===== config.mk =====
export PLATFORM = sky130hd
export DESIGN_NAME = cmp_change_irq
export DESIGN_NICKNAME = d
export VERILOG_FILES = /design/src/rtl/cmp_irq_pkg.sv /design/src/rtl/cmp_snapshot.sv /design/src/rtl/cmp_flag.sv /design/src/rtl/cmp_irq_enables.sv /design/src/rtl/cmp_change_irq.sv
export SDC_FILE = /design/constraint.sdc
export NUM_CORES = 1
export LEC_CHECK = 0
export ABC_AREA = 1
export BUFFER_PORTS_ARGS = -buffer_cell sky130_fd_sc_hd__buf_2
export CAP_MARGIN = 20
export CORE_AREA = 2 2 39 41
export CTS_CLUSTER_SIZE = 8
export DETAILED_ROUTE_END_ITERATION = 8
export DIE_AREA = 0 0 41 43
export PLACE_DENSITY = 0.76
export SYNTH_ARGS = -nofsm -noshare
export SYNTH_HDL_FRONTEND = slang
export SYNTH_SLANG_ARGS = --single-unit

===== constraint.sdc =====
create_clock -name clk -period 1.5 [get_ports clk]
set_clock_uncertainty 0.15 [all_clocks]
set_input_delay 0 -clock clk [delete_from_list [all_inputs] [get_ports clk]]
set_output_delay 0 -clock clk [all_outputs]
set_load 0.02 [all_outputs]

===== src/rtl/cmp_irq_pkg.sv =====
package cmp_irq_pkg;

    // Bit positions that software decodes
    localparam int unsigned CTL_OUT_BIT = 6;
    localparam int unsigned FLAG_BIT    = 3;
    localparam int unsigned LOC_EN_BIT  = 3;
    localparam int unsigned PERIPH_BIT  = 6;
    localparam int unsigned GLOBAL_BIT  = 7;

    typedef struct packed {
        logic snap;
    } snap_state_t;

    typedef struct packed {
        logic flag;
    } flag_state_t;

    typedef struct packed {
        logic loc_en;
        logic periph_en;
        logic glob_en;
    } en_state_t;

endpackage


===== src/rtl/cmp_snapshot.sv =====
module cmp_snapshot
    import cmp_irq_pkg::*;
(
    input  logic clk,
    input  logic rst_n,
    input  logic cmp_out,
    input  logic refresh,
    output logic mismatch
);
    snap_state_t st_d, st_q;

    always_comb begin
        st_d = st_q;
        if (refresh) begin
            st_d.snap = cmp_out;
        end
    end

    always_ff @(posedge clk or negedge rst_n) begin
        if (!rst_n) begin
            st_q <= '0;
        end else begin
            st_q <= st_d;
        end
    end

    assign mismatch = cmp_out != st_q.snap;

    // an access captures the live output
    p_snap_capture_r4: assert property (@(posedge clk) disable iff (!rst_n)
        refresh |=> st_q.snap == $past(cmp_out));

    // without an access the snapshot holds its value
    p_snap_hold_r4: assert property (@(posedge clk) disable iff (!rst_n)
        !refresh |=> $stable(st_q.snap));

endmodule


===== src/rtl/cmp_flag.sv =====
module cmp_flag
    import cmp_irq_pkg::*;
(
    input  logic clk,
    input  logic rst_n,
    input  logic hw_set,
    input  logic sw_wr,
    input  logic sw_val,
    output logic flag
);
    flag_state_t st_d, st_q;

    always_comb begin
        st_d = st_q;
        if (sw_wr) begin
            st_d.flag = sw_val;
        end else if (hw_set) begin
            st_d.flag = 1'b1;
        end
    end

    always_ff @(posedge clk or negedge rst_n) begin
        if (!rst_n) begin
            st_q <= '0;
        end else begin
            st_q <= st_d;
        end
    end

    assign flag = st_q.flag;

    // a hardware set with no software write leaves the flag set
    p_hw_set_r2: assert property (@(posedge clk) disable iff (!rst_n)
        hw_set && !sw_wr |=> flag);

    // a software write wins over a hardware set in the same cycle
    p_sw_priority_r7: assert property (@(posedge clk) disable iff (!rst_n)
        sw_wr |=> flag == $past(sw_val));

    // with no set and no write, the flag is stable
    p_flag_hold_r4: assert property (@(posedge clk) disable iff (!rst_n)
        !sw_wr && !hw_set |=> $stable(flag));

endmodule


===== src/rtl/cmp_irq_enables.sv =====
module cmp_irq_enables
    import cmp_irq_pkg::*;
(
    input  logic clk,
    input  logic rst_n,
    input  logic wr_local,
    input  logic wr_ctrl,
    input  logic wd_local,
    input  logic wd_periph,
    input  logic wd_global,
    output logic loc_en,
    output logic periph_en,
    output logic glob_en
);
    en_state_t st_d, st_q;

    always_comb begin
        st_d = st_q;
        if (wr_local) begin
            st_d.loc_en = wd_local;
        end
        if (wr_ctrl) begin
            st_d.periph_en = wd_periph;
            st_d.glob_en   = wd_global;
        end
    end

    always_ff @(posedge clk or negedge rst_n) begin
        if (!rst_n) begin
            st_q <= '0;
        end else begin
            st_q <= st_d;
        end
    end

    assign loc_en    = st_q.loc_en;
    assign periph_en = st_q.periph_en;
    assign glob_en   = st_q.glob_en;

    // an enable register loads its bits on a write
    p_ctrl_load_r11: assert property (@(posedge clk) disable iff (!rst_n)
        wr_ctrl |=> glob_en == $past(wd_global) && periph_en == $past(wd_periph));

endmodule


===== src/rtl/cmp_change_irq.sv =====
module cmp_change_irq
    import cmp_irq_pkg::*;
#(
    parameter int unsigned AW       = 8,
    parameter int unsigned DW       = 8,
    parameter logic [AW-1:0] A_CTL  = 8'h20,
    parameter logic [AW-1:0] A_FLAG = 8'h21,
    parameter logic [AW-1:0] A_LEN  = 8'h22,
    parameter logic [AW-1:0] A_ICTL = 8'h23
) (
    input  logic          clk,
    input  logic          rst_n,
    input  logic          cmp_out,
    input  logic [AW-1:0] bus_addr,
    input  logic          bus_rd,
    input  logic          bus_wr,
    input  logic [DW-1:0] bus_wdata,
    output logic [DW-1:0] bus_rdata,
    output logic          irq
);
    logic sel_ctl, sel_flag, sel_len, sel_ictl;
    logic ctl_access, mismatch, hw_set, flag;
    logic loc_en, periph_en, glob_en;
    logic unused_wdata;

    assign sel_ctl    = bus_addr == A_CTL;
    assign sel_flag   = bus_addr == A_FLAG;
    assign sel_len    = bus_addr == A_LEN;
    assign sel_ictl   = bus_addr == A_ICTL;
    assign ctl_access = sel_ctl && (bus_rd || bus_wr);
    assign unused_wdata = ^bus_wdata;

    cmp_snapshot u_snap (
        .clk      (clk),
        .rst_n    (rst_n),
        .cmp_out  (cmp_out),
        .refresh  (ctl_access),
        .mismatch (mismatch)
    );

    // An access that refreshes the snapshot hides a change in that cycle
    assign hw_set = mismatch && !ctl_access;

    cmp_flag u_flag (
        .clk    (clk),
        .rst_n  (rst_n),
        .hw_set (hw_set),
        .sw_wr  (bus_wr && sel_flag),
        .sw_val (bus_wdata[FLAG_BIT]),
        .flag   (flag)
    );

    cmp_irq_enables u_en (
        .clk       (clk),
        .rst_n     (rst_n),
        .wr_local  (bus_wr && sel_len),
        .wr_ctrl   (bus_wr && sel_ictl),
        .wd_local  (bus_wdata[LOC_EN_BIT]),
        .wd_periph (bus_wdata[PERIPH_BIT]),
        .wd_global (bus_wdata[GLOBAL_BIT]),
        .loc_en    (loc_en),
        .periph_en (periph_en),
        .glob_en   (glob_en)
    );

    always_comb begin
        bus_rdata = '0;
        if (bus_rd) begin
            if (sel_ctl) begin
                bus_rdata[CTL_OUT_BIT] = cmp_out;
            end else if (sel_flag) begin
                bus_rdata[FLAG_BIT] = flag;
            end else if (sel_len) begin
                bus_rdata[LOC_EN_BIT] = loc_en;
            end else if (sel_ictl) begin
                bus_rdata[PERIPH_BIT] = periph_en;
                bus_rdata[GLOBAL_BIT] = glob_en;
            end
        end
    end

    assign irq = flag && loc_en && periph_en && glob_en;

    // a request needs the flag and the global enable
    p_irq_needs_flag_r8: assert property (@(posedge clk) disable iff (!rst_n)
        irq |-> flag && glob_en);

    // a control access with no flag write leaves the flag unchanged
    p_access_no_set_r10: assert property (@(posedge clk) disable iff (!rst_n)
        ctl_access && !(bus_wr && sel_flag) |=> flag == $past(flag));

    // the control read shows the live output
    p_ctl_read_r3: assert property (@(posedge clk) disable iff (!rst_n)
        bus_rd && sel_ctl |-> bus_rdata[CTL_OUT_BIT] == cmp_out);

    // no request while held in reset
    always_comb begin
        if (!rst_n) begin
            p_reset_quiet_r1: assert (!irq);
        end
    end

endmodule


# After elaboration in Yosys (flattened, before gate mapping)
# Cells that the tools add are included.
# W data, S select, Z words.
dict set report op_classes {
  n_eq_ne 5
  muxes 12
  reduce_logical 11
}
# operator n
set op_table {}
lappend op_table {{$eq A8 B6 Y1 const B} 4}
lappend op_table {{$logic_and A1 B1 Y1} 8}
lappend op_table {{$mux W1} 8}
lappend op_table {{$mux W2} 4}
lappend op_table {{$reduce_bool A2 Y1} 1}
lappend op_table {{$logic_not A1 Y1} 1}
lappend op_table {{$logic_or A1 B1 Y1} 1}
lappend op_table {{$ne A1 B1 Y1} 1}
dict set report totals {
  regBits 5
  inputBits 21
  output_inout_bits 9
  word_cells 33
}

# Longest topological paths before layout
dict set report depth {
  ltp_word 6
  ltp_mapped 8
  depth_no_buf 8
}

# By module
# From an unflattened synthesis, not the netlist that was laid out.
dict set report unflattened {
  hier_cells 85
  area_unflattened_um2 483.0
}
# mod n_inst cells_per_inst area_each_um2 seq_area_each_um2
set by_module_without_submodules {}
lappend by_module_without_submodules {cmp_change_irq 1 52 251.5 0.0}
lappend by_module_without_submodules {cmp_irq_enables 1 14 116.4 75.1}
lappend by_module_without_submodules {cmp_snapshot 1 10 58.8 25.0}
lappend by_module_without_submodules {cmp_flag 1 9 56.3 25.0}

# Least setup slack after synthesis
# OpenSTA, ideal clock, no wires.
dict set report synth_timing {
  kind {reg-to-reg}
  start {reg u_snap.st_q}
  end {reg u_flag.st_q (netlist: u_flag.flag)}
  setup_ns 0.117
  arrival_time_ns 0.695
  t_required_ns 1.233
  setup_slack_ns 0.538
  stages_incl_launch_ff 6
  n_path_buf 0
  synth_period_minus_slack_ns 0.962
  path_cell_list {dfrtp_1 > xor2_1 > nand2_1 > nand2_1 > nand2_1 > nand2_1}
}
dict set report synth_between {
  elab_chain_cells 3
}
# item line
set synth_lines {}
lappend synth_lines {{start: declaration} cmp_snapshot.sv:10} ;# snap_state_t st_d, st_q;
lappend synth_lines {{start signal: assignment} cmp_snapshot.sv:23} ;# st_q <= st_d;
lappend synth_lines {{$ne A1 B1 Y1} cmp_snapshot.sv:27} ;# assign mismatch = cmp_out != st_q.snap;
lappend synth_lines {{$logic_and A1 B1 Y1} cmp_change_irq.sv:42} ;# assign hw_set = mismatch && !ctl_access;
lappend synth_lines {{$reduce_bool A2 Y1 (no source line)} --}
lappend synth_lines {{end signal: assignment} cmp_flag.sv:26} ;# st_q <= st_d;
lappend synth_lines {{end: declaration} cmp_flag.sv:11} ;# flag_state_t st_d, st_q;
# No other way between the ends.
# A chain may end at the register's enable or synchronous reset.

# Worst setup path after layout
dict set report layout_timing {
  start {in bus_wdata[3]}
  end {reg u_en.st_q (netlist bit u_en.loc_en)}
}
# item line
set layout_lines {}
lappend layout_lines {{start: declaration} cmp_change_irq.sv:17} ;# input logic [DW-1:0] bus_wdata,
lappend layout_lines {{end signal: assignment} cmp_irq_enables.sv:32} ;# st_q <= st_d;
lappend layout_lines {{end: declaration} cmp_irq_enables.sv:15} ;# en_state_t st_d, st_q;
# No word-level cell between the ends.

==> flow_summary.toml <==
[status]
outcome = "finished clean"

[synthesis]
ys_ff_latch = 5
synthCells = 66
synthDistinctLibCells = 21
yosysTopAreaCellShare_pct = 28.57
ys_seq_area_share_pct = 28.57
synth_top_area_cell = "dfrtp_1"
syn-cell-area_sq_um = 437.9
avgSynthCellArea_sq_um = 6.635
yosys-top-cells-area = "dfrtp_1, nand2_1, nand3_1, buf_4, inv_1"
ys_warn_count = 0

[power_and_ir_drop]
p_leak_nw = 0.3524
p_clk_share_pct = 37.6
ir_drop_mv = 0.3330
powerDensity_nw_per_um2 = 616.9
power_switching_mw = 0.1112
internal-power_mw = 0.2918
swShare_pct = 27.59
p_seq_share_pct = 38.2
combPwrFrac_pct = 24.1

[setup_path]
critPathKind = "input pin to flip-flop"
slowest_stage = "dlygate4sd3_1"
cp-end-kind = "flip-flop"
cp_num_buf_inv = 4
path_common_cell = "dlygate4sd3_1"
critical_path_required_ns = 1.47
path_delay_family = "buffers and inverters"
r2r_cells = 3
cp_slowest_stage_delay_ns = 0.55
crit_chain = "dlygate4sd3_1, buf_2, inv_1, o21ai_1, dlygate4sd3_1"
critPathMaxFanout = 2
arrival_ns = 1.33
critPathLaunch = "bus_wdata[3]"
reg2reg_slack_ns = 0.15
setup.worst_path.end = "u_en.loc_en"
cp-start-kind = "input pin"
r2r_end = "u_en.periph_en"
r2r_start = "u_en.periph_en"
critical_path_depth = 5

[sta]
slew_viol_final = 0
min_period_over_period_pct = 91.11
setup_violations = 0
max_freq_mhz = 731.8
hold_viol = 0
period_needed_ns = 1.367
rsz0062_at_grt = "false"
finalSetupTns_ns = 0

[clock_tree]
cts.htree.levels = 1
clockBufferDepth = 2
post_cts_resized = 0
cts_root_buf = "clkbuf_4"
cts_tree = "yes"
cts_sinks = 5
numCtsBuffers = 3
cts.clk_slew.worst_paths_ns = 0.04
clkLatencyLatePin_ns = 0.24

[floorplanning]
die-area_sq_um = 1763
fp.dieW_microns = 41
initial_core_util_pct = 31.65
chipHeight_microns = 43
row_count = 14
ios = 30
core_sq_um = 1384

[routing]
met2_length_microns = 548
highest-signal-layer = "met4"
totalWireLength_microns = 1041
wl_met1_microns = 386
ant_nets = 0
wl_met3_microns = 77
wl_per_cell_microns = 9.132
dr.pass1.iters = 4
vias = 508
drc = 0
drt_iter0_drc = 2
viasPerCell = 4.456

[grt]
grt.overflow.total = 0
antenna_found_initial = 0
grt_pass1_vias = 468
grt_usage_pct = 14.04
grt_max_degree = 12
grt_pass1_wl_microns = 1642

[layout]
antenna_cells = 0
layout-area-overhead-vs-synth_pct = 49.14
mostFrequentLayoutCell = "buf_2"
final_cell_mix = "buf_2, nand2_1, inv_1, dlygate4sd3_1, nand3_1"
nets = 120
drive_gt1_share_pct = 31.63
fillers = 152
fin_util_pct = 47.20

[placed_design]
place_congestion = 0.8392
portBuffers = 19
hpwl_microns = 748

[hold_path]
hold_class = "input pin to flip-flop"
min_path_cells = 5

[job]
maxCapViolCount = 0
Yosys cell counts:
master	instances
inv_1	10
nor2_1	2
nand2_1	16
nor3_1	1
a21oi_1	2
buf_6	1
nor3_2	1
inv_2	2
conb_1	1
nor2_2	2
o21ai_1	3
buf_4	5
nand3_1	8
o21ai_0	1
dfrtp_1	5
nand4_1	1
or2_0	1
xor2_1	1
nand2_2	1
nand3_2	1
a211oi_2	1
cell families (layout without fill, tap and decap cells):
group                     count (synthesis)  after routing  synth area share [%]
buffers and inverters                    18             46                 21.43
other                                     1              5                0.8563
xor gates and xnor gates                  1              1                 2.000
and+or+nand+nor                          34             34                 37.43
DFF                                       5              5                 28.57
AOI/OAI and AO/OA                         7              7                 9.712
power by group through the flow:
stage                     clock (mW)  sequential (mW)  combinational [mW]
final                          0.152            0.154              0.0973
after detailed placement           0            0.155              0.0774
after global routing           0.172            0.154               0.110
after floorplan                    0            0.153              0.0571
after CTS                      0.160            0.153              0.0969
after global placement             0            0.154              0.0749
per-layer routing:
layer	GRT usage, %	up-vias
met5	0	-
met4	12.67	0
met3	2.618	4
li1	-	258
met1	13.77	224
met2	22.81	22
worst min path at each step:
stage | startpoint | to | slack [ns]
final | bus_wr | u_flag.flag | 0.04
after global routing | bus_wr | u_flag.flag | 0.04
after CTS | bus_wr | u_flag.flag | 0.03
after detailed placement | rst_n | u_en.glob_en | -0.33
after global placement | rst_n | u_en.glob_en | -0.33
after floorplan | rst_n | u_en.glob_en | -0.45
state kept, by name, summed over array words and instances (netlist names):
register and count:
u_en.glob_en 1, u_en.loc_en 1, u_en.periph_en 1, u_flag.flag 1, u_snap.st_q 1
layout make-up:
class	instances	area, sq um	area share, %
inverters	12	45.04	6.897
repair buffers	30	202.7	31.03
well taps	16	20.02	3.065
flip-flops and latches	5	125.1	19.16
multi-input cells	47	234.0	35.82
clock buffers	4	26.28	4.023
worst min-delay path: cells and delay by family:
kind / cells / cell delay [ns]
simple gates: 4 / 0.26
buf+inv: 1 / 0.13
stage by stage:
step / instance area (sq um) / power (mW) / setup WS, ns / cells / hold WS [ns]
3_5_place_dp: 526.8 / 0.2325 / 0.4084 / 100 / -0.3305
4_1_cts: 653.1 / 0.4098 / 0.1548 / 114 / 0.03001
2_1_floorplan: 452.9 / 0.2101 / 0.5382 / 70 / -0.4456
6_report: 653.1 / 0.4029 / 0.1334 / 114 / 0.03560
3_3_place_gp: 526.8 / 0.2292 / 0.4241 / 100 / -0.3333
5_1_grt: 653.1 / 0.4370 / 0.09058 / 114 / 0.04155
what timing repair did:
item / in CTS / in global routing
hold buffers: 10 / 0
setup buffers: 0 / 0
hold endpoints to repair: 10 / 0
(Power assumes the default switching activity.)
